==> config.mk <==
export PLATFORM = sky130hd
export DESIGN_NAME = mmd_window_bridge
export DESIGN_NICKNAME = d
export VERILOG_FILES = /design/src/rtl/mmd_window_bridge.sv
export SDC_FILE = /design/constraint.sdc
export NUM_CORES = 1
export LEC_CHECK = 0
export ABC_CLOCK_PERIOD_IN_PS = 5520
export BUFFER_PORTS_ARGS = -buffer_cell sky130_fd_sc_hd__buf_2
export CORE_MARGIN = 5
export CORE_UTILIZATION = 57
export CTS_BUF_LIST = sky130_fd_sc_hd__clkbuf_8
export CTS_CLUSTER_DIAMETER = 200
export DETAILED_ROUTE_END_ITERATION = 12
export PLACE_DENSITY = 0.95
export SYNTH_ARGS = -nofsm -noshare
export SYNTH_HDL_FRONTEND = slang
export SYNTH_SLANG_ARGS = --single-unit
export TNS_END_PERCENT = 1
==> constraint.sdc <==
create_clock -name clk -period 5.52 [get_ports clk]
set_input_delay 0 -clock clk [delete_from_list [all_inputs] [get_ports clk]]
set_output_delay 0 -clock clk [all_outputs]
set_load 0.02 [all_outputs]
==> src/rtl/mmd_window_bridge.sv <==
module mmd_window_bridge #(
  parameter int DW = 16,
  parameter int RW = 5,
  parameter logic [RW-1:0] CTRL_REG = 5'h0D,
  parameter logic [RW-1:0] DATA_REG = 5'h0E,
  parameter logic [4:0] DEV_VND = 5'h1F,
  parameter logic [4:0] DEV_STD = 5'h01
) (
  input  logic          clk,
  input  logic          rst,
  input  logic          c22_wr,
  input  logic          c22_rd,
  input  logic [RW-1:0] c22_reg,
  input  logic [DW-1:0] c22_wdata,
  output logic [DW-1:0] c22_rdata,
  output logic [DW-1:0] mmd_addr,
  output logic [DW-1:0] mmd_wdata,
  output logic          mmd_we,
  output logic          mmd_re,
  output logic          mmd_sel,
  input  logic [DW-1:0] mmd_rdata
);
  localparam int PADW = DW - 7;

  logic [1:0]    cmd;
  logic [4:0]    devad;
  logic [DW-1:0] ptr_vnd, ptr_std;

  wire hit_ctrl  = c22_reg == CTRL_REG;
  wire hit_data  = c22_reg == DATA_REG;
  wire rd_op     = c22_rd & ~c22_wr;
  wire dev_vnd   = devad == DEV_VND;
  wire dev_ok    = dev_vnd | (devad == DEV_STD);
  wire data_mode = cmd != 2'b00;

  wire [DW-1:0] cur_ptr = dev_vnd ? ptr_vnd : ptr_std;

  assign mmd_addr  = dev_ok ? cur_ptr : '0;
  assign mmd_sel   = dev_vnd;
  assign mmd_wdata = c22_wdata;
  assign mmd_we    = c22_wr & hit_data & data_mode & dev_ok;
  assign mmd_re    = rd_op & hit_data & data_mode & dev_ok;

  wire bump     = (cmd == 2'b10 & (mmd_we | mmd_re)) | (cmd == 2'b11 & mmd_we);
  wire ptr_load = c22_wr & hit_data & ~data_mode & dev_ok;
  wire ptr_upd  = ptr_load | bump;
  wire [DW-1:0] ptr_next = ptr_load ? c22_wdata : cur_ptr + 1'b1;

  always_ff @(posedge clk) begin
    if (rst) begin
      cmd     <= '0;
      devad   <= '0;
      ptr_vnd <= '0;
      ptr_std <= '0;
    end else begin
      if (c22_wr & hit_ctrl) begin
        cmd   <= c22_wdata[DW-1 -: 2];
        devad <= c22_wdata[4:0];
      end
      if (ptr_upd & dev_vnd) ptr_vnd <= ptr_next;
      if (ptr_upd & ~dev_vnd) ptr_std <= ptr_next;
    end
  end

  always_comb begin
    c22_rdata = '0;
    if (rd_op) begin
      if (hit_ctrl)
        c22_rdata = {cmd, {PADW{1'b0}}, devad};
      else if (hit_data & dev_ok)
        c22_rdata = data_mode ? mmd_rdata : cur_ptr;
    end
  end
endmodule

---- Word-level counts from Yosys, hierarchy flattened ----
Cells that the tools add are included.
word-level totals
  register bits after elaboration ......... 39
  output and inout port bits .............. 51
  word-level logic and storage cells ...... 41
operators by class
  add/sub/neg operators ................... 1
  equality and inequality tests ........... 6
  mux-type cells .......................... 7
  bitwise logic cells ..................... 22
  reduce and logical (&&, ||, !) cells .... 1
operator list
  kind                                            count
  2-to-1 mux 16 bit                               7
  adder 16 x 1 -> 16 bit (second input constant)  1
  bitwise AND 1 bit                               15
  == test 5 x 4 -> 1 bit (second input constant)  2
  == test 5 x 1 -> 1 bit (second input constant)  1
  == test 5 bit (second input constant)           1
  == test 2 bit (second input constant)           2
  bitwise OR 1 bit                                4
  NOT 1 bit                                       3
  nonzero test 2 bit                              1

---- Longest topological paths before layout ----
Gate-level depths: netlist (run 1).
  word-level depth ........................ 10
  gate-level depth with buffers ........... 15
  gate-level depth less buffers ........... 12

---- Least setup slack after synthesis (run 1) ----
No wires, ideal clock.
  kind .................................... flip-flop to flip-flop
  start point ............................. reg devad[3]
  end point ............................... reg ptr_std[12]
  setup time .............................. 0.131 ns
  data arrival time ....................... 2.600 ns
  data required time ...................... 5.389 ns
  setup slack ............................. 2.789 ns
  cell stages (with the launch flop) ...... 16
  buffers on the path ..................... 3
  clock period less this slack ............ 2.731 ns
  cells stage by stage .................... dfxtp_1 > and4_1 > buf_4 > nand2_4 > inv_4 > buf_2 > mux2i_1 > inv_1 > ha_1 > clkbuf_1 > nand3_1 > nor4_1 > o22ai_1 > nor3_1 > xor2_1 > o22ai_1
on the way
  longest elaborated chain between the ends .. 8
  elaborated cells between the ends (all ways) .. 16
  classes of those cells .................. add/sub: 1; eq/ne: 2; mux: 2; bitwise: 11
ends and longest elaborated chain
  what                                                            RTL line  RTL
  start, declared                                                 26        logic [4:0] devad;
  start signal, assigned                                          58        devad <= c22_wdata[4:0];
  == test 5 bit (*)                                               32        wire dev_vnd = devad == DEV_VND;
  named net mmd_sel                                               20        output logic mmd_sel,
  branches (longest 7 deep; another with adder 16 x 1 -> 16 bit)  --
  end signal, assigned                                            61        if (ptr_upd & ~dev_vnd) ptr_std <= ptr_next;
  end, declared                                                   27        logic [DW-1:0] ptr_vnd, ptr_std;
Mark *: on every way through the listed nets, which the timed path passes.
A chain may end at the register's enable or synchronous reset.

---- Final worst setup path (run 1) ----
  start point ............................. reg devad[1]
  end point ............................... reg ptr_std[12]
on the way
  longest elaborated chain between the ends .. 8
  elaborated cells between the ends (all ways) .. 16
  classes of those cells .................. add/sub: 1; eq/ne: 2; mux: 2; bitwise: 11
ends and longest elaborated chain
  what
  branches (longest 8 deep; another with adder 16 x 1 -> 16 bit)
Several ways; the timed one is not identified.

==> results of run 1 <==
-- stage by stage --
| step | setup slack, ns | util [%] | instance area, um^2 |
|---|---|---|---|
| global placement | 2.215 | 63.83 | 3239 |
| detailed placement | 2.131 | 63.83 | 3239 |
| floorplan | 2.789 | - | 2945 |
| global route | 1.676 | 67.97 | 3450 |
| finish | 1.989 | 67.97 | 3450 |
| CTS | 2.086 | 67.97 | 3450 |
-- logic make-up (layout without fill, tap and decap cells) --
kind of cell	count (synthesis)	in the layout	share of synthesized area (%)
fa+ha+maj	1	1	0.4247
compound gates	114	114	25.91
flops	39	39	26.51
mux	28	28	9.771
simple gates	141	141	23.53
xor+xnor	12	12	3.568
buf+inv	53	121	10.28
-- cell usage after synthesis, drive strengths merged, types with 5 or more instances --
cell	count
inv	9
a21oi	26
clkbuf	16
buf	28
nand3	13
nor3	5
a31oi	10
o21ai	31
nand2	37
nor2	45
nor4	5
and3	13
xor2	8
dfxtp	39
a211oi	20
nand4	6
mux2i	28
o22ai	13
-- sequential cells by signal, summed over array words and instances (netlist names) --
register	cells
devad	5
ptr_std	16
cmd	2
ptr_vnd	16
-- power groups by stage --
stage | registers (mW) | clock network, mW | logic [mW]
CTS | 0.282 | 0.217 | 0.0511
global route | 0.282 | 0.228 | 0.0557
global placement | 0.289 | 0 | 0.0439
finish | 0.282 | 0.220 | 0.0519
detailed placement | 0.289 | 0 | 0.0449
floorplan | 0.288 | 0 | 0.0284
-- final cells by class --
type                    count  area (um^2)  area share (%)
clock inverters             1        3.754          0.1088
flip-flops and latches     39        780.7           22.63
repair buffers            104        580.6           16.83
multi-input cells         296         1864           54.04
clock buffers               7        96.34           2.793
well taps                  70        87.58           2.539
inverters                   9        36.28           1.052
-- layer usage --
layer / part of all wire, % / global-route usage (%)
met5: 0 / 0
met4: 2.4 / 11.63
met3: 8.7 / 4.934
met2: 49 / 47.50
met1: 40 / 35.45
-- path summary, 6_finish.rpt --
check | startpoint | end | slack, ns | cells past startpoint
worst max register to register | devad[1]$_SDFFE_PP0P_ | ptr_std[12]$_SDFFE_PP0P_ | 1.99 | 12
worst min register to register | ptr_vnd[8]$_SDFFE_PP0P_ | ptr_vnd[8]$_SDFFE_PP0P_ | 0.51 | 2
worst min-delay path | c22_wdata[9] | ptr_vnd[9]$_SDFFE_PP0P_ | -0.006 | 3
worst max-delay path | devad[1]$_SDFFE_PP0P_ | ptr_std[12]$_SDFFE_PP0P_ | 1.99 | 12
-- worst max-delay path, stage by stage (launching register included) --
cell and delay (ns):
sky130_fd_sc_hd__dfxtp_1 0.41, sky130_fd_sc_hd__and4_1 0.65, sky130_fd_sc_hd__nand2_4 0.26, sky130_fd_sc_hd__inv_4 0.38, sky130_fd_sc_hd__mux2i_1 0.18, sky130_fd_sc_hd__inv_1 0.08, sky130_fd_sc_hd__ha_1 0.32, sky130_fd_sc_hd__nand3_1 0.11
sky130_fd_sc_hd__a211oi_1 0.27, sky130_fd_sc_hd__o22ai_1 0.19, sky130_fd_sc_hd__nor3_1 0.20, sky130_fd_sc_hd__xor2_1 0.22, sky130_fd_sc_hd__o22ai_1 0.10
==> summary.md, run 1 <==
The run finished, with violations left. The checks that failed: hold timing. In this run, synthesis produced a sequential element count of 39.

The number of vias per cell after detailed routing was 6.310. Leaving out fill and tap cells, the most frequent cells in the layout are sky130_fd_sc_hd__buf_2, sky130_fd_sc_hd__nor2_1, sky130_fd_sc_hd__dfxtp_1, sky130_fd_sc_hd__nand2_1, sky130_fd_sc_hd__mux2i_1. Global routing consumed, over all layers together, 28.24% of the routing resources. VDD sags by at most 172.4 uV. The biggest fanout along the worst timing path came out at 25. The die height was 81.89 um; the total via count in the routed design was 3319.

In this run the cell area of the synthesized design comes to 2945 um^2. For the final routed database, the setup TNS stands at 0 ns. After layout, the minimum clock period comes to 3.531 ns. The logs give 497 for the count of nets after finishing and 1.447 nW for the total leakage power.

For the TritonCTS sink count, the log shows 39. For this design the ratio of total power to cell area is 160.7 nW/um^2. The core box area is 5075 um^2.

Entering global routing, the biggest net connects 32 pins. In this run the deepest clock path goes through 2 buffers. The remaining number of nets flagged by the antenna check after routing is 0, and the CTS H-tree depth is 2. Per report_power, the combinational group accounts for 9.4% of the total.

The run gives 0 as the number of antenna violations at the first check in global routing. Net switching is 24.91% of the power. Of the synthesized area, sequential elements account for 26.51%. The logs give 0.1381 mW for the net switching power and 19.34% for the max-slew headroom at the worst pin. The row count was 26; the number of nets produced by synthesis was 430. In this run, synthesis inferred 0 flip-flops with an integrated enable. The number of iterations in the first detailed-routing pass was 5; the placer congestion estimate was 0.9197.

Data arrives at the worst endpoint at 3.71 ns. Summed over all layers, the routed wires come to 9312 um. The run gives 6416 um as the half-perimeter wire length of the detailed placement result. Clock tree synthesis inserted a total of 5 buffers. The sequential group share of total power came out at 50.9%. The initial utilization of the core area, before any placement, comes to 58.04%. The via count of the first global-routing pass came out at 3144. The clock latency of the later-clocked register in the worst-skew pair is 0.31 ns.

The cell count after synthesis was 388; the proportion of register bits with asynchronous set or reset after synthesis was 0%. Average detailed-routed wire length per instance: 17.70 um. The critical path class was reg -> reg. The endpoint required time on the critical path came out at 5.70 ns. The tightest min-delay check is of the in -> reg type.

Leaving out fill and tap cells, the most frequent cell in the layout is sky130_fd_sc_hd__buf_2. Setup repair after global routing left no endpoint under its margin. The first routing iteration left 379 violations. The endpoint type of the worst setup path was a flop.

In the final layout, the share of cells above drive strength 1 is 25.44%. The first-pass GRT wire length came out at 14910 um. The run gives 0.2832 GHz as the highest attainable clock frequency. The count of inserted antenna diode cells was 0; the Yosys warning count was 0. A synthesized cell averages 7.591 um^2. The die width works out to 81.89 um. The startpoint type of the worst setup path was a flop.

The tools report the post-CTS setup repair buffer count as 0. For the pin with the worst max-slew slack, the measured transition is 1.209 ns. The portion of synthesized cell area occupied by the leading cell type was 26.51%; the internal power component was 0.4162 mW. For the count of final hold-check violations, the log shows 1.

The number of hold buffers added after cts was 11; the relative contribution of the clock network to total power was 39.7%. In the synthesized netlist the dominant register cell turns out to be sky130_fd_sc_hd__dfxtp_1. The sum of overflow across all layers after global routing is 0, and the count of different cell masters after synthesis is 51.

TritonCTS built the clock tree. The worst clock skew is 0.009450 ns. Overall power consumption after layout is estimated at 0.5542 mW. The total count of max-transition violations in the final report was 0; the total I/O pin count was 92.

For the full die area, the log shows 6705 um^2. The cell type contributing the most total cell area after synthesis is sky130_fd_sc_hd__dfxtp_1. The number of placed instances, taps included, is 507. Post-detailed-route DRC marker count: 0. Clock-pin slew was measured on the worst setup and hold paths at 0.08 ns.

Setup violations remaining at the end of the flow were counted as 0. Gates resized during post-CTS repair numbered 0. Of the available clock period, the critical path in the final layout requires 63.98%.

Fill cells in the final layout number 435. The worst hold slack was -0.006041 ns. By area the synthesized netlist is led by sky130_fd_sc_hd__dfxtp_1, sky130_fd_sc_hd__mux2i_1, sky130_fd_sc_hd__nor2_1.

For the count of maximum capacitance violations, the log shows 0. The tools report the clock tree root buffer cell as sky130_fd_sc_hd__clkbuf_8. Relative to the synthesized area, the layout overhead comes to 17.12%. Port buffering added 91 buffers. The run gives 526 as the post-layout instance count excluding filler cells.
Power figures use the tool's default switching activity.
==> inputs of run 2 (changes only) <==
--- a/config.mk
+++ b/config.mk
@@ -5,14 +5,14 @@
 export SDC_FILE = /design/constraint.sdc
 export NUM_CORES = 1
 export LEC_CHECK = 0
-export ABC_CLOCK_PERIOD_IN_PS = 5520
+export ABC_CLOCK_PERIOD_IN_PS = 2900
 export BUFFER_PORTS_ARGS = -buffer_cell sky130_fd_sc_hd__buf_2
 export CORE_MARGIN = 5
-export CORE_UTILIZATION = 57
+export CORE_UTILIZATION = 48
 export CTS_BUF_LIST = sky130_fd_sc_hd__clkbuf_8
 export CTS_CLUSTER_DIAMETER = 200
 export DETAILED_ROUTE_END_ITERATION = 12
-export PLACE_DENSITY = 0.95
+export PLACE_DENSITY = 0.88
 export SYNTH_ARGS = -nofsm -noshare
 export SYNTH_HDL_FRONTEND = slang
 export SYNTH_SLANG_ARGS = --single-unit
==> constraint.sdc (replaced) <==
create_clock -name clk -period 2.9 [get_ports clk]
set_input_delay 0 -clock clk [delete_from_list [all_inputs] [get_ports clk]]
set_output_delay 0 -clock clk [all_outputs]
set_load 0.02 [all_outputs]
==> summary.md, run 2 (synthesis gave the netlist of run 1 again) <==
The remaining number of nets flagged by the antenna check after routing came out at 0 (unchanged). The total I/O pin count was 92 (unchanged); the highest attainable clock frequency was 0.3703 GHz (+31%). In this run the clock root is driven by a sky130_fd_sc_hd__clkbuf_8. The via count of the first global-routing pass is 3214 (+2.2%). The flow ran to the end, but the final reports show violations.

The fraction of final layout cells with drive strength greater than 1 came out at 27.23% (+1.8 points). The logs give 0.009314 ns (-0.0001362 ns) for the worst clock skew and 28 (+7.7%) for the row count. The average detailed-routed wire length per instance was 17.84 um (+0.78%).

The placer congestion estimate was 0.9372 (+1.9%). Commonest non-fill, non-tap cell in the layout: sky130_fd_sc_hd__buf_2. After global routing, the most crowded layer is met2. The met3 global-route usage was 4.004% (-0.93 points). Total leakage power: 1.467 nW (+1.4%).

The count of maximum capacitance violations was 0 (unchanged). The tools report the aggregate routed wire length as 9527 um (+2.3%). For the worst hold slack, the log shows -0.004127 ns (+0.001914 ns). The run gives 155.4 uV (-9.9%) as the peak supply drop. The biggest fanout along the worst timing path is 11 (-56%). The total via count in the routed design came out at 3343 (+0.72%). The count of nets after finishing was 500 (+0.60%). The number of vias per cell after detailed routing was 6.260 (-0.79%); the number of antenna violations at the first check in global routing was 0 (unchanged). The final setup violation count was 0 (unchanged). The count of inserted antenna diode cells was 0 (unchanged).

The path with the worst hold slack has its endpoint at devad[2]$_SDFFE_PP0P_. The initial core utilization is 49.45% (-8.6 points), and the die height is 88.34 um (+7.9%). The logs give 3472 um^2 (+0.65%) for the design area and 0.20 ns (-1.79 ns) for the worst setup slack for register-to-register paths. The tools report the post-place instance area as 3306 um^2 (+2.0%). The TritonCTS sink count was 39 (unchanged).

The startpoint identified for the worst register-to-register timing path is devad[3]$_SDFFE_PP0P_. The met1 global-route usage came out at 27.61% (-7.8 points). The CTS buffer count is 5 (unchanged). Setup repair after global routing left no endpoint under its margin. The min-delay analysis places its worst path in the category in -> reg.

The max-slew headroom at the worst pin is 15.29% (-4.1 points), and the filler cell count is 531 (+22%). The power per cell area was 300.6 nW/um^2 (+87%). TritonCTS built the clock tree.

The count of final hold-check violations was 1 (unchanged); the cell depth of the worst min-delay path was 3 (unchanged). The tools report the fraction of met2 tracks used by global routing as 42.96% (-4.5 points). The core box area is 5956 um^2 (+17%), and the maximum number of buffers from clock root to sink is 2 (unchanged).

The run gives 0 (unchanged) as the sum of overflow across all layers after global routing. The total negative slack for setup checks came out at 0 ns (unchanged). The worst setup path is of the reg -> reg kind.

STA classifies the critical path startpoint as a flop. The post-CTS setup repair buffer count was 0 (unchanged). The full die area was 7803 um^2 (+16%). The DRC violation total after the first TritonRoute iteration was 420 (+11%); the sequential cell area in the final layout was 780.7 um^2 (unchanged). In this run the most critical hold path is launched from c22_wdata[2]. The utilization after layout came out at 58.30% (-9.7 points). The logs give 3.07 ns (-2.63 ns) for the endpoint required time on the critical path and 5 (unchanged) for the number of iterations in the first detailed-routing pass. For the post-detailed-route DRC marker count, the log shows 0 (unchanged).

The post-route clock period utilization is 93.12% (+29 points), and the clock latency of the later-clocked register in the worst-skew pair is 0.30 ns (about the same). The shortest period the worst path allows came out at 2.700 ns (-0.8310 ns). The largest registers in the layout are ptr_std: 16 flops, ptr_vnd: 16 flops, devad: 5 flops.

The half-perimeter wire length of the detailed placement result is 6951 um (+8.3%), and the combined area of the multi-input logic cells is 1871 um^2 (+0.34%). The tools report the CTS H-tree depth as 2 (unchanged). The first-pass GRT wire length came out at 14890 um (-0.13%). The cell depth of the worst flop-to-flop path was 12 (unchanged). The tools report the endpoint of the worst register-to-register path as ptr_std[12]$_SDFFE_PP0P_. The checks that failed: hold timing.

The measured slew at the worst slew-check pin is 1.254 ns (+0.04499 ns). Number of I/O port buffers: 91 (unchanged). The tools report the total count of max-transition violations in the final report as 0 (unchanged). The tools report the endpoint type of the worst setup path as a flop. The endpoint arrival time on the critical path is 2.87 ns (-0.84 ns), and the die width is 88.34 um (+7.9%).

Leaving out fill and tap cells, the most frequent cells in the layout are sky130_fd_sc_hd__buf_2, sky130_fd_sc_hd__nor2_1, sky130_fd_sc_hd__dfxtp_1, sky130_fd_sc_hd__nand2_1, sky130_fd_sc_hd__mux2i_1. The clock transition at the registers of the reported paths came out at 0.08 ns (about the same). For the largest net degree at the start of global routing, the log shows 32 (unchanged). For the overall track demand over capacity in global routing, the log shows 24.02% (-4.2 points). Relative to the synthesized area, the layout overhead comes to 17.88%.
[run 2: cell types whose count changed in the layout (fill, tap and decap cells not counted), sizes merged]
cell / delta
dlygate4sd3: -5
buf: +8
[run 2: layer usage]
| metal | vias to the layer above | part of all wire, % |
|---|---|---|
| met5 | - | 0 |
| met2 | 219 | 50 |
| li1 | 1544 | - |
| met4 | 0 | 4.2 |
| met3 | 38 | 8.3 |
| met1 | 1542 | 37 |
[run 2: area by class of cell]
class	instances	area share [%]
multi-input combinational	296	53.87
clock inverter	1	0.1081
clock buffer	7	2.775
sequential	39	22.49
tap	75	2.703
inverter	9	1.045
timing repair buffer	107	17.01
[run 2: critical path, stage by stage, from the launching register on]
cell and delay (ns):
sky130_fd_sc_hd__dfxtp_1 0.42, sky130_fd_sc_hd__and4_1 0.29, sky130_fd_sc_hd__nand2_4 0.08, sky130_fd_sc_hd__inv_4 0.16
sky130_fd_sc_hd__mux2i_1 0.14, sky130_fd_sc_hd__inv_1 0.10, sky130_fd_sc_hd__ha_1 0.30, sky130_fd_sc_hd__nand3_1 0.12
sky130_fd_sc_hd__a211oi_1 0.25, sky130_fd_sc_hd__o22ai_1 0.19, sky130_fd_sc_hd__nor3_1 0.20, sky130_fd_sc_hd__xor2_1 0.21
sky130_fd_sc_hd__o22ai_1 0.10
[run 2: worst max path at each step]
| stage | from | to | slack (ns) | cells past startpoint |
|---|---|---|---|---|
| floorplan | devad[3]$_SDFFE_PP0P_ | ptr_std[12]$_SDFFE_PP0P_ | 0.17 | 15 |
| global placement | devad[3]$_SDFFE_PP0P_ | ptr_std[12]$_SDFFE_PP0P_ | 0.40 | 12 |
| detailed placement | devad[3]$_SDFFE_PP0P_ | ptr_std[12]$_SDFFE_PP0P_ | 0.26 | 12 |
| CTS | devad[3]$_SDFFE_PP0P_ | ptr_std[12]$_SDFFE_PP0P_ | 0.20 | 12 |
| global route | devad[4]$_SDFFE_PP0P_ | ptr_std[12]$_SDFFE_PP0P_ | 0.02 | 12 |
| finish | devad[3]$_SDFFE_PP0P_ | ptr_std[12]$_SDFFE_PP0P_ | 0.20 | 12 |
[run 2: power breakdown]
group | switching (mW) | leakage, nW | internal [mW] | total [mW]
combinational | 0.0561 | 1.10 | 0.0385 | 0.0946
clock | 0.198 | 0.0557 | 0.214 | 0.412
sequential | 0.00125 | 0.314 | 0.536 | 0.537
[run 2: repair_timing]
item	CTS	global route
hold buffers	6	0
endpoints found under the setup margin	0	1
gates resized for setup	0	1
hold endpoints to repair	8	0
[run 2: through the flow]
stage | setup WS, ns | hold slack [ns] | cells | power [mW]
after CTS | 0.1989 | 0.004513 | 534 | 1.044
after global routing | 0.02395 | 0.008609 | 534 | 1.072
after global placement | 0.3952 | 0.2406 | 520 | 0.6347
after detailed placement | 0.2587 | 0.2421 | 520 | 0.6370
final | 0.1996 | -0.004127 | 534 | 1.044
after floorplan | 0.1691 | 0.1126 | 388 | 0.6029
==> inputs of run 3 (changes only) <==
--- a/config.mk
+++ b/config.mk
@@ -6,13 +6,13 @@
 export NUM_CORES = 1
 export LEC_CHECK = 0
 export ABC_CLOCK_PERIOD_IN_PS = 2900
-export BUFFER_PORTS_ARGS = -buffer_cell sky130_fd_sc_hd__buf_2
 export CORE_MARGIN = 5
-export CORE_UTILIZATION = 48
+export CORE_UTILIZATION = 57
 export CTS_BUF_LIST = sky130_fd_sc_hd__clkbuf_8
 export CTS_CLUSTER_DIAMETER = 200
 export DETAILED_ROUTE_END_ITERATION = 12
-export PLACE_DENSITY = 0.88
+export DONT_BUFFER_PORTS = 1
+export PLACE_DENSITY = 0.84
 export SYNTH_ARGS = -nofsm -noshare
 export SYNTH_HDL_FRONTEND = slang
 export SYNTH_SLANG_ARGS = --single-unit
==> summary.md, run 3 (synthesis gave the netlist of run 1 again) <==
Die height: 81.89 um (-7.3%). The tools report the endpoint arrival time on the critical path as 2.94 ns (+0.07 ns). Power per cell area: 287.9 nW/um^2 (-4.2%).

TritonCTS built the clock tree. The library cell used most frequently in the layout, excluding fill and tap cells, is sky130_fd_sc_hd__nor2_1. The overall track demand over capacity in global routing came out at 26.84% (+2.8 points). The clock latency of the later-clocked register in the worst-skew pair was 0.29 ns (about the same); the core box area was 5075 um^2 (-15%). For the aggregate routed wire length, the log shows 8816 um (-7.5%).

STA classifies the critical path startpoint as a flop. The logs give 0 (unchanged) for the count of inserted antenna diode cells and 3016 (-9.8%) for the total via count in the routed design. The initial core utilization was 58.04% (+8.6 points). The largest registers in the layout are ptr_std: 16 flops, ptr_vnd: 16 flops, devad: 5 flops. The remaining number of nets flagged by the antenna check after routing is 0 (unchanged), and the final setup violation count is 0 (unchanged).

The logs give 3.08 ns (about the same) for the endpoint required time on the critical path and 0.005864 ns (-0.003449 ns) for the worst clock skew. The tools report the placer congestion estimate as 0.9531 (+1.7%). The number of vias per cell after detailed routing is 6.557 (+4.7%).

The logs give 62.82% (+4.5 points) for the utilization after layout and 311 (-26%) for the DRC violation total after the first TritonRoute iteration. The number of I/O port buffers works out to 0 (-100%). The critical path class is reg -> reg. The sum of overflow across all layers after global routing came out at 0 (unchanged).

The total count of max-transition violations in the final report was 0 (unchanged). The fraction of final layout cells with drive strength greater than 1 was 12.31% (-15 points); the total negative slack for setup checks was 0 ns (unchanged). The average detailed-routed wire length per instance is 19.17 um (+7.4%). The die width was 81.89 um (-7.3%); the count of final hold-check violations was 0 (-1). The post-detailed-route DRC marker count is 0 (unchanged).

The run gives 214.8 uV (+38%) as the peak supply drop. The measured slew at the worst slew-check pin is 1.184 ns (-0.06970 ns), and the half-perimeter wire length of the detailed placement result is 6232 um (-10%). Maximum number of buffers from clock root to sink: 2 (unchanged). The max-slew headroom at the worst pin came out at 20.00% (+4.7 points).

The logs give 5 (unchanged) for the CTS buffer count and 92 (unchanged) for the total I/O pin count. The post-route clock period utilization was 95.06% (+1.9 points); the highest attainable clock frequency was 0.3627 GHz (-2.0%). Shortest period the worst path allows: 2.757 ns (+0.05634 ns). In this run the clock root is driven by a sky130_fd_sc_hd__clkbuf_8. The area growth from synthesis to layout is 8.241%. The largest net degree at the start of global routing was 32 (unchanged). The full die area was 6705 um^2 (-14%); the clock transition at the registers of the reported paths was 0.07 ns (about the same). The via count of the first global-routing pass was 2889 (-10%); the TritonCTS sink count was 39 (unchanged).

Path category of the worst min-delay check: in -> out. The run gives 13860 um (-6.9%) as the first-pass GRT wire length. The count of maximum capacitance violations was 0 (unchanged). The run gives 0 (unchanged) as the number of antenna violations at the first check in global routing. Leaving out fill and tap cells, the most frequent cells in the layout are sky130_fd_sc_hd__nor2_1, sky130_fd_sc_hd__dfxtp_1, sky130_fd_sc_hd__nand2_1, sky130_fd_sc_hd__mux2i_1, sky130_fd_sc_hd__a21oi_1. Number of iterations in the first detailed-routing pass: 5 (unchanged). The run finished with clean final reports. The total leakage power was 1.156 nW (-21%).

Setup repair after global routing left no endpoint under its margin. The worst setup path is captured at a flop. The CTS H-tree depth is 2 (unchanged), and the row count is 26 (-7.1%). Count of nets after finishing: 433 (-13%). The biggest fanout along the worst timing path was 15 (+4).
-- run 3: worst paths after layout --
check             slack (ns)  depth (start not counted)                    start                      end
hold / removal      0.000009                          0             c22_wdata[6]             mmd_wdata[6]
setup reg to reg        0.14                          9    devad[2]$_SDFFE_PP0P_  ptr_std[0]$_SDFFE_PP0P_
hold reg to reg         0.51                          2  ptr_std[8]$_SDFFE_PP0P_  ptr_std[8]$_SDFFE_PP0P_
setup / recovery        0.14                          9    devad[2]$_SDFFE_PP0P_  ptr_std[0]$_SDFFE_PP0P_
-- run 3: critical path: stages, from the launching register on --
cell,delay [ns]
sky130_fd_sc_hd__dfxtp_1,0.42
sky130_fd_sc_hd__and4_1,0.29
sky130_fd_sc_hd__buf_4,0.24
sky130_fd_sc_hd__o2111ai_4,0.31
sky130_fd_sc_hd__a211oi_2,0.24
sky130_fd_sc_hd__buf_4,0.26
sky130_fd_sc_hd__nor2_1,0.06
sky130_fd_sc_hd__a31oi_1,0.14
sky130_fd_sc_hd__a21oi_1,0.09
sky130_fd_sc_hd__dlygate4sd3_1,0.61
-- run 3: power breakdown --
group          switching, mW  internal [mW]  total (mW)
Clock                  0.179          0.157       0.336
Combinational         0.0246         0.0203      0.0450
Sequential           0.00111          0.536       0.537
-- run 3: per-layer routing --
metal / share of wire [%] / GRT usage (%) / up-vias
li1: - / - / 1410
met1: 40 / 33.85 / 1425
met2: 49 / 44.43 / 159
met3: 8.7 / 5.811 / 22
met4: 1.9 / 10.47 / 0
met5: 0 / 0 / -
-- run 3: stage by stage --
stage | setup WS (ns) | total power, mW | instances | hold WS (ns) | instance area, um^2
after global placement | 0.3434 | 0.5701 | 438 | 0.0001531 | 2949
after detailed placement | 0.2724 | 0.5710 | 438 | 0.0001527 | 2949
after floorplan | 0.1691 | 0.6029 | 388 | 0.1126 | 2945
after CTS | 0.08710 | 0.9174 | 460 | 0.0001456 | 3182
final | 0.1433 | 0.9179 | 460 | 0.000009441 | 3188
after global routing | 0.01782 | 0.9477 | 460 | 0.00002393 | 3188
-- run 3: layout make-up --
cell class | instances | area (um^2)
fillers | 453 | 1887
multi-input cells | 296 | 1871
flip-flops and latches | 39 | 780.7
repair buffers | 40 | 340.3
well taps | 70 | 87.58
clock buffers | 5 | 68.82
inverters | 9 | 36.28
clock inverters | 1 | 3.754
-- run 3: timing repair --
item / 4_1_cts / 5_1_grt
hold endpoints to repair: 37 / 0
buffers inserted: 0 / 0
endpoints found under the setup margin: 0 / 3
hold buffers: 16 / 0
resized for setup: 0 / 4
